===== config.mk =====
export PLATFORM = sky130hd
export DESIGN_NAME = gpio_port_ctrl
export DESIGN_NICKNAME = d
export VERILOG_FILES = /design/src/rtl/gpio_port_pkg.sv /design/src/rtl/gpio_rst_sync.sv /design/src/rtl/gpio_sync.sv /design/src/rtl/gpio_regs.sv /design/src/rtl/gpio_rdmux.sv /design/src/rtl/gpio_port_ctrl.sv
export SDC_FILE = /design/constraint.sdc
export NUM_CORES = 1
export LEC_CHECK = 0
export BUFFER_PORTS_ARGS = -buffer_cell sky130_fd_sc_hd__buf_4
export CAP_MARGIN = 20
export CORE_UTILIZATION = 40
export DETAILED_ROUTE_END_ITERATION = 16
export HOLD_SLACK_MARGIN = 0.08
export PLACE_DENSITY = 0.73
export RECOVER_POWER = 50
export SLEW_MARGIN = 25
export SYNTH_ARGS = -nofsm -noshare
export SYNTH_HDL_FRONTEND = slang
export SYNTH_SLANG_ARGS = --single-unit

===== constraint.sdc =====
create_clock -name clk -period 0.8 [get_ports clk]
set_clock_uncertainty 0.05 [all_clocks]
set_input_delay 0.16 -clock clk [delete_from_list [all_inputs] [get_ports clk]]
set_output_delay 0.16 -clock clk [all_outputs]
set_load 0.02 [all_outputs]

===== src/rtl/gpio_port_pkg.sv =====
package gpio_port_pkg;

  localparam int unsigned ADDR_W = 2;

  typedef enum logic [ADDR_W-1:0] {
    REG_PORT = 2'd0,
    REG_LAT  = 2'd1,
    REG_DIR  = 2'd2,
    REG_NONE = 2'd3
  } reg_sel_e;

endpackage


===== src/rtl/gpio_rst_sync.sv =====
module gpio_rst_sync (
  input  logic clk,
  input  logic rst_n,
  output logic rst_sync_n
);

  logic [1:0] stage_q;

  always_ff @(posedge clk or negedge rst_n) begin
    if (!rst_n) begin
      stage_q <= 2'b00;
    end else begin
      stage_q <= {stage_q[0], 1'b1};
    end
  end

  assign rst_sync_n = stage_q[1];

endmodule


===== src/rtl/gpio_sync.sv =====
module gpio_sync #(
  parameter int unsigned W       = 1,
  parameter logic [W-1:0] RST_VAL = '0
) (
  input  logic         clk,
  input  logic         rst_n,
  input  logic [W-1:0] din,
  output logic [W-1:0] dout
);

  logic [W-1:0] meta_q;
  logic [W-1:0] stable_q;

  always_ff @(posedge clk or negedge rst_n) begin
    if (!rst_n) begin
      meta_q   <= RST_VAL;
      stable_q <= RST_VAL;
    end else begin
      meta_q   <= din;
      stable_q <= meta_q;
    end
  end

  assign dout = stable_q;

endmodule


===== src/rtl/gpio_regs.sv =====
module gpio_regs
  import gpio_port_pkg::*;
#(
  parameter int unsigned NPIO = 3
) (
  input  logic              clk,
  input  logic              rst_n,
  input  logic              wr_en,
  input  reg_sel_e          sel,
  input  logic [NPIO-1:0]   wdata,
  output logic [NPIO-1:0]   dir_q,
  output logic [NPIO-1:0]   lat_q
);

  logic            dir_we;
  logic            lat_we;
  logic [NPIO-1:0] dir_d;
  logic [NPIO-1:0] lat_d;

  always_comb begin
    dir_we = 1'b0;
    lat_we = 1'b0;
    if (wr_en) begin
      unique case (sel)
        REG_PORT: lat_we = 1'b1;
        REG_LAT:  lat_we = 1'b1;
        REG_DIR:  dir_we = 1'b1;
        default:  begin end
      endcase
    end
  end

  always_comb begin
    dir_d = dir_q;
    lat_d = lat_q;
    if (dir_we) dir_d = wdata;
    if (lat_we) lat_d = wdata;
  end

  always_ff @(posedge clk or negedge rst_n) begin
    if (!rst_n) begin
      dir_q <= '1;
    end else if (dir_we) begin
      dir_q <= dir_d;
    end
  end

  always_ff @(posedge clk or negedge rst_n) begin
    if (!rst_n) begin
      lat_q <= '0;
    end else if (lat_we) begin
      lat_q <= lat_d;
    end
  end

  AST_NONE_ADDR_INERT: assert property (@(posedge clk) disable iff (!rst_n)
    (wr_en && sel == REG_NONE) |=> ($stable(dir_q) && $stable(lat_q)));

endmodule


===== src/rtl/gpio_rdmux.sv =====
module gpio_rdmux
  import gpio_port_pkg::*;
#(
  parameter int unsigned NPIO = 3,
  parameter int unsigned DW   = 8
) (
  input  logic            clk,
  input  logic            rst_n,
  input  logic            rd_en,
  input  reg_sel_e        sel,
  input  logic [NPIO-1:0] pin_sync,
  input  logic            aux_sync,
  input  logic [NPIO-1:0] ana_sel,
  input  logic            rst_en_cfg,
  input  logic [NPIO-1:0] dir_q,
  input  logic [NPIO-1:0] lat_q,
  output logic [DW-1:0]   rdata
);

  localparam int unsigned AUX_BIT = NPIO;

  logic [DW-1:0] port_view;
  logic [DW-1:0] lat_view;
  logic [DW-1:0] dir_view;
  logic [DW-1:0] rdata_d;

  always_comb begin
    port_view = '0;
    lat_view  = '0;
    dir_view  = '0;
    for (int i = 0; i < NPIO; i++) begin
      port_view[i] = pin_sync[i] & ~ana_sel[i];
      lat_view[i]  = lat_q[i];
      dir_view[i]  = dir_q[i];
    end
    port_view[AUX_BIT] = aux_sync & ~rst_en_cfg;
  end

  always_comb begin
    rdata_d = rdata;
    if (rd_en) begin
      unique case (sel)
        REG_PORT: rdata_d = port_view;
        REG_LAT:  rdata_d = lat_view;
        REG_DIR:  rdata_d = dir_view;
        default:  rdata_d = '0;
      endcase
    end
  end

  always_ff @(posedge clk or negedge rst_n) begin
    if (!rst_n) begin
      rdata <= '0;
    end else if (rd_en) begin
      rdata <= rdata_d;
    end
  end

  AST_AUX_BIT_ZERO: assert property (@(posedge clk) disable iff (!rst_n)
    (rd_en && sel == REG_PORT && rst_en_cfg) |=> (rdata[AUX_BIT] == 1'b0));

  AST_RDATA_HOLD: assert property (@(posedge clk) disable iff (!rst_n)
    !rd_en |=> $stable(rdata));

  generate
    if (DW > NPIO + 1) begin : g_upper
      AST_UPPER_ZERO: assert property (@(posedge clk) disable iff (!rst_n)
        rdata[DW-1:NPIO+1] == '0);
    end
  endgenerate

endmodule


===== src/rtl/gpio_port_ctrl.sv =====
module gpio_port_ctrl
  import gpio_port_pkg::*;
#(
  parameter int unsigned NPIO = 3,
  parameter int unsigned DW   = 8
) (
  input  logic              clk,
  input  logic              rst_n,
  input  logic [ADDR_W-1:0] bus_addr,
  input  logic              bus_wr_en,
  input  logic [DW-1:0]     bus_wdata,
  input  logic              bus_rd_en,
  output logic [DW-1:0]     bus_rdata,
  input  logic [NPIO-1:0]   pin_in,
  output logic [NPIO-1:0]   pin_out,
  output logic [NPIO-1:0]   pin_oe,
  input  logic [NPIO-1:0]   ana_sel,
  input  logic              aux_pin_in,
  input  logic              rst_en_cfg,
  output logic              rst_req_n
);

  logic            rst_sync_n;
  logic [NPIO-1:0] pin_sync;
  logic            aux_sync;
  logic [NPIO-1:0] dir_q;
  logic [NPIO-1:0] lat_q;
  reg_sel_e        sel;
  logic            unused_wdata_hi;

  assign sel             = reg_sel_e'(bus_addr);
  assign unused_wdata_hi = ^bus_wdata[DW-1:NPIO];

  gpio_rst_sync u_rst_sync (
    .clk        (clk),
    .rst_n      (rst_n),
    .rst_sync_n (rst_sync_n)
  );

  gpio_sync #(.W(NPIO), .RST_VAL('0)) u_pin_sync (
    .clk   (clk),
    .rst_n (rst_sync_n),
    .din   (pin_in),
    .dout  (pin_sync)
  );

  gpio_sync #(.W(1), .RST_VAL(1'b1)) u_aux_sync (
    .clk   (clk),
    .rst_n (rst_sync_n),
    .din   (aux_pin_in),
    .dout  (aux_sync)
  );

  gpio_regs #(.NPIO(NPIO)) u_regs (
    .clk   (clk),
    .rst_n (rst_sync_n),
    .wr_en (bus_wr_en),
    .sel   (sel),
    .wdata (bus_wdata[NPIO-1:0]),
    .dir_q (dir_q),
    .lat_q (lat_q)
  );

  gpio_rdmux #(.NPIO(NPIO), .DW(DW)) u_rdmux (
    .clk        (clk),
    .rst_n      (rst_sync_n),
    .rd_en      (bus_rd_en),
    .sel        (sel),
    .pin_sync   (pin_sync),
    .aux_sync   (aux_sync),
    .ana_sel    (ana_sel),
    .rst_en_cfg (rst_en_cfg),
    .dir_q      (dir_q),
    .lat_q      (lat_q),
    .rdata      (bus_rdata)
  );

  assign pin_oe    = ~dir_q;
  assign pin_out   = lat_q;
  assign rst_req_n = rst_en_cfg ? aux_sync : 1'b1;

  AST_DIR_WRITE_OE: assert property (@(posedge clk) disable iff (!rst_sync_n)
    (bus_wr_en && sel == REG_DIR) |=> (pin_oe == ~$past(bus_wdata[NPIO-1:0])));

  AST_LATCH_WRITE: assert property (@(posedge clk) disable iff (!rst_sync_n)
    (bus_wr_en && sel == REG_LAT) |=> (pin_out == $past(bus_wdata[NPIO-1:0])));

  AST_PORT_WRITE: assert property (@(posedge clk) disable iff (!rst_sync_n)
    (bus_wr_en && sel == REG_PORT) |=> (pin_out == $past(bus_wdata[NPIO-1:0])));

  AST_PINS_HOLD: assert property (@(posedge clk) disable iff (!rst_sync_n)
    !bus_wr_en |=> ($stable(pin_out) && $stable(pin_oe)));

  AST_LAT_READBACK: assert property (@(posedge clk) disable iff (!rst_sync_n)
    (bus_rd_en && !bus_wr_en && sel == REG_LAT) |=> (bus_rdata[NPIO-1:0] == pin_out));

  AST_RSTREQ_IDLE: assert property (@(posedge clk) disable iff (!rst_sync_n)
    !rst_en_cfg |-> rst_req_n);

endmodule


# Yosys cells after proc, flatten, opt, wreduce, memory -nomap -nowiden
# Cells that the tools add are included.
dict set report classes {
  n_addsub 0
  n_mul 0
  div 0
  order_cmp 0
  n_eq_ne 2
  shift 0
  mux 6
  n_bitwise 9
  n_reduce_logical 2
}
# cell n
set op_table {}
lappend op_table {{one-hot mux 4 bit (3 select lines)} 1}
lappend op_table {{two-way mux 1 bit} 5}
lappend op_table {{AND 1 bit} 4}
lappend op_table {{NOT 1 bit} 4}
lappend op_table {{NOT 3 bit} 1}
lappend op_table {{equality test 2 x 1 -> 1 bit (second input constant)} 1}
lappend op_table {{equality test 2 bit (second input constant)} 1}
lappend op_table {{logical NOT 2 bit} 1}
lappend op_table {{OR reduction 2 bit} 1}
dict set report totals {
  register_bits 24
  latchBits 0
  ram_bits 0
  rom_bits 0
  out_inout_bits 15
  elab_cells 27
  n_memories 0
}

# Logic depth before layout (Yosys ltp)
dict set report logic_depth {
  depth_word 4
  ltp_mapped 4
  depth_no_buf 3
}

# Hierarchy
# From an unflattened synthesis, not the netlist that was laid out.
dict set report unflattened {
  cells_unflattened 58
  area_unflattened_um2 782.0
}
# module n_inst cells_per_inst area_each_um2
set by_module_without_submodules {}
lappend by_module_without_submodules {gpio_rdmux 1 29 272.8}
lappend by_module_without_submodules {gpio_regs 1 14 235.2}
lappend by_module_without_submodules {{gpio_sync at u_pin_sync} 1 6 150.1}
lappend by_module_without_submodules {gpio_rst_sync 1 3 53.8}
lappend by_module_without_submodules {{gpio_sync at u_aux_sync} 1 2 52.6}
lappend by_module_without_submodules {gpio_port_ctrl 1 4 17.5}

# Least setup slack after synthesis
# OpenSTA, ideal clock, no wires.
dict set report synth_path {
  path_kind {reg2reg}
  startpoint {register u_pin_sync.stable_q[1], in the netlist u_pin_sync.dout[1]}
  endpoint {register u_rdmux.rdata[1]}
  setup_ps 82
  arrival_ps 926
  t_required_ps 668
  slack_ps -258
  stages_incl_launch_ff 4
  period_less_slack_ps 1058
  cell_sequence {dfrtp_1 > or3b_1 > a21o_1 > a31oi_1}
}
dict set report synth_via {
  elab_chain_len 2
}
# element line_no
set synth_rtl {}
lappend synth_rtl {{start, declared} gpio_sync.sv:12} ;# logic [W-1:0] stable_q;
lappend synth_rtl {{start signal, assigned} gpio_sync.sv:20} ;# stable_q <= meta_q;
lappend synth_rtl {{AND 1 bit} gpio_rdmux.sv:32} ;# port_view[i] = pin_sync[i] & ~ana_sel[i];
lappend synth_rtl {{one-hot mux 4 bit (3 select lines)} gpio_rdmux.sv:42} ;# unique case (sel)
lappend synth_rtl {{end signal, assigned} gpio_rdmux.sv:55} ;# rdata <= rdata_d;
lappend synth_rtl {{end, declared} gpio_rdmux.sv:17} ;# output logic [DW-1:0] rdata
# No other way between the ends.
# A chain may end at the register's enable or synchronous reset.

# Worst setup path after layout
dict set report layout_path {
  startpoint {register u_aux_sync.stable_q, in the netlist u_aux_sync.dout}
  endpoint {output rst_req_n}
}
dict set report layout_via {
  elab_chain_len 1
}
# element line_no
set layout_rtl {}
lappend layout_rtl {{start, declared} gpio_sync.sv:12}
lappend layout_rtl {{start signal, assigned} gpio_sync.sv:20}
lappend layout_rtl {{two-way mux 1 bit} gpio_port_ctrl.sv:80} ;# assign rst_req_n = rst_en_cfg ? aux_sync : 1'b1;
lappend layout_rtl {{end, declared} gpio_port_ctrl.sv:20} ;# output logic rst_req_n
# No other way between the ends.

==> results_dict.tcl <==
set metrics [dict create \
    place_hpwl_mm 1.22 \
    slowest_delay_ps 560 \
    reg2reg_depth 4 \
    synth_top_flop_cell "dfrtp_1" \
    clockBufferDepth 2 \
    yosysTopAreaCellShare_pct 47.3 \
    drt_iter0_markers 0 \
    whs_path_depth 2 \
    setup.worst_path.start_class "flip-flop" \
    grt_pass1_wl_mm 2.95 \
    rsz0062_at_grt "true" \
    regArea_um2 507 \
    drc 0 \
    ys_seq_area_share_pct 63.9 \
    diodes 0 \
    io_buffers 27 \
    cts-root-buf "clkbuf_4" \
    routabilityCongestion 0.690 \
    instances_no_fill 132 \
    antenna_left 0 \
    dp_cells 114 \
    maxSlewViolCount 0 \
    synth_warnings 0 \
    fmax_ghz 0.775 \
    finalSetupViolCount 21 \
    cp.required_ps 590 \
    area_growth_syn_to_layout_pct 64.5 \
    synth_area_um2 793 \
    r2r_start "u_regs.dir_q[0]" \
    die_h_um 46.5 \
    grt_pass1_vias 674 \
    multi_input_area_um2 295 \
    crit_chain "nand2b_4 > buf_6" \
    maxCapViolCount 0 \
    cpMaxStageDelayCell "dfstp_2" \
    vias_per_cell 4.65 \
    timing.final.crit_share_pct 161 \
    hold_end "u_rdmux.rdata[2]" \
    synth_cells 59 \
    core.rowCount 15 \
    synth_edf_count 0 \
    wl_per_cell_um 14.1 \
    drive_gt1_share_pct 63.6 \
    antenna_found_initial 0 \
    whs_ps 53.9 \
    synth-seq-cells 20 \
    insertion_delay_ps 290 \
    p_per_area_nw_per_um2 1880 \
    worstPathArrival_ps 1080 \
    grt_use_total_pct 19.8 \
    grt_overflow 0 \
    core_um2 1780 \
    start_util_pct 44.5 \
    dieWidth_um 46.5 \
    dr_total_vias 614 \
    dieArea_um2 2170 \
    setup_ws_ps -490 \
    end_kind "primary output" \
    netlist_top_cells_area "dfrtp_1 (47%), dfstp_2 (17%), mux2_2 (9.9%)" \
    worstHoldStart "bus_rd_en" \
    fin_util_pct 73.2 \
    r2r-end "u_rdmux.rdata[0]" \
    grt_max_degree 19 \
    ir_drop_mv 1.10 \
    htree_levels 1 \
    post_cts_hold_buffer_count 5 \
    nets 130 \
    async_flop_share_pct 100 \
    path_class "flip-flop to primary output" \
    routed_wl_mm 1.86 \
    ios 37 \
    reg2reg_slack_ps -380 \
    clkTransAtPathRegs_ps 110 \
    violations "negative setup slack" \
    cts_made_buffers 3 \
    hp-class "input port to flip-flop" \
    status "finished, violations left" \
    cts_sinks 20 \
    cp_max_fo 2 \
    fill_cells 132 \
    leakage_nw 0.631 \
    pre_cts_slack_ps -300 \
    layout_min_cycle_time_ps 1290 \
    cts_tree "yes" \
    avgSynthCellArea_um2 13.4 \
    hold_viol 0 \
    synth.largest_area_cell "dfrtp_1" \
    synth.distinct_cells 21 \
    dr.pass1.iters 1 \
]
## metrics by stage
step	total power, mW	TNS, ps	cell area, µm²
final	2.45	-5490	1310
after global routing	2.57	-6150	1310
after CTS	2.44	-5440	1310
after detailed placement	1.75	-3010	1070
after global placement	1.73	-2810	1070
after floorplan	1.49	-1690	828
## routing by layer
layer / share of wire [%] / vias up / wire length (µm) / track usage, %
met5: 0 / - / 0 / 0
met2: 54 / 25 / 1010 / 36.1
li1: - / 284 / - / -
met4: 2.9 / 0 / 54 / 7.06
met1: 38 / 299 / 713 / 23.2
met3: 4.2 / 6 / 77 / 2.75
## cells in the mapped netlist, types with 2 or more instances
cell type	instances
dfrtp_1	15
mux2_2	7
dfstp_2	5
buf_4	4
inv_1	4
nor2_1	3
nor4b_1	3
a21oi_1	2
a311oi_1	2
and3b_2	2
conb_1	2
## flip-flops by register name (all words and copies together) (netlist names)
register and count:
u_pin_sync.meta_q 3, u_aux_sync.dout 1, u_rst_sync.stage_q 2, u_regs.dir_q 3
u_rdmux.rdata 4, u_regs.lat_q 3, u_aux_sync.meta_q 1, u_pin_sync.dout 3
## logic make-up (layout without fill, tap and decap cells)
group | Yosys count | count (layout) | synth area share (%)
AOI/OAI and AO/OA | 6 | 6 | 5.21
buffers and inverters | 10 | 55 | 7.73
DFF | 20 | 20 | 63.9
muxes | 7 | 7 | 9.94
other | 2 | 5 | 0.947
and+or+nand+nor | 14 | 14 | 12.3
## repair_timing
action                     in CTS  in global routing
hold endpoints to repair       15                  9
gates cloned                    0                  0
pin swaps                       4                  2
setup endpoints to repair      20                 21
setup buffers                   9                  0
resized for setup              23                  4
## worst max-delay path by stage
stage	from	to	slack, ps	cells after the start
final	u_aux_sync.dout	rst_req_n	-490	2
after global routing	u_regs.dir_q[2]	pin_oe[2]	-520	3
after CTS	u_regs.dir_q[2]	pin_oe[2]	-470	3
after detailed placement	u_regs.dir_q[0]	u_rdmux.rdata[0]	-300	3
after global placement	u_regs.dir_q[0]	u_rdmux.rdata[0]	-250	3
after floorplan	u_pin_sync.dout[1]	u_rdmux.rdata[1]	-210	3
## layout by cell type, fill, tap and decap left out, types with 3 or more instances in the layout
master	count
nor2_1	3
clkbuf_4	3
inv_2	3
buf_6	19
mux2_2	3
dlygate4sd3_1	5
dfrtp_1	15
mux2_4	4
buf_4	21
conb_1	5
dfstp_2	5
## report_power, final
part,total (mW),leakage (nW),switching (mW),internal (mW)
clock,0.474,0.0150,0.281,0.193
combinational,0.776,0.386,0.318,0.457
sequential,1.20,0.230,0.0694,1.13
total,2.45,0.631,0.669,1.78
## cell type report
cell class                 count  share of cell area (%)
sequential                    20                    38.8
timing repair buffer          47                    33.0
multi-input combinational     32                    22.6
tap                           25                    2.40
clock buffer                   4                    2.01
inverter                       4                    1.15
## worst max-delay path, delay by kind of cell (launching register included)
kind / cells / cell delay [ps]
DFF: 1 / 560
and+or+nand+nor: 1 / 120
buffers and inverters: 1 / 110
No activity file was read; power rests on OpenSTA's default activity.
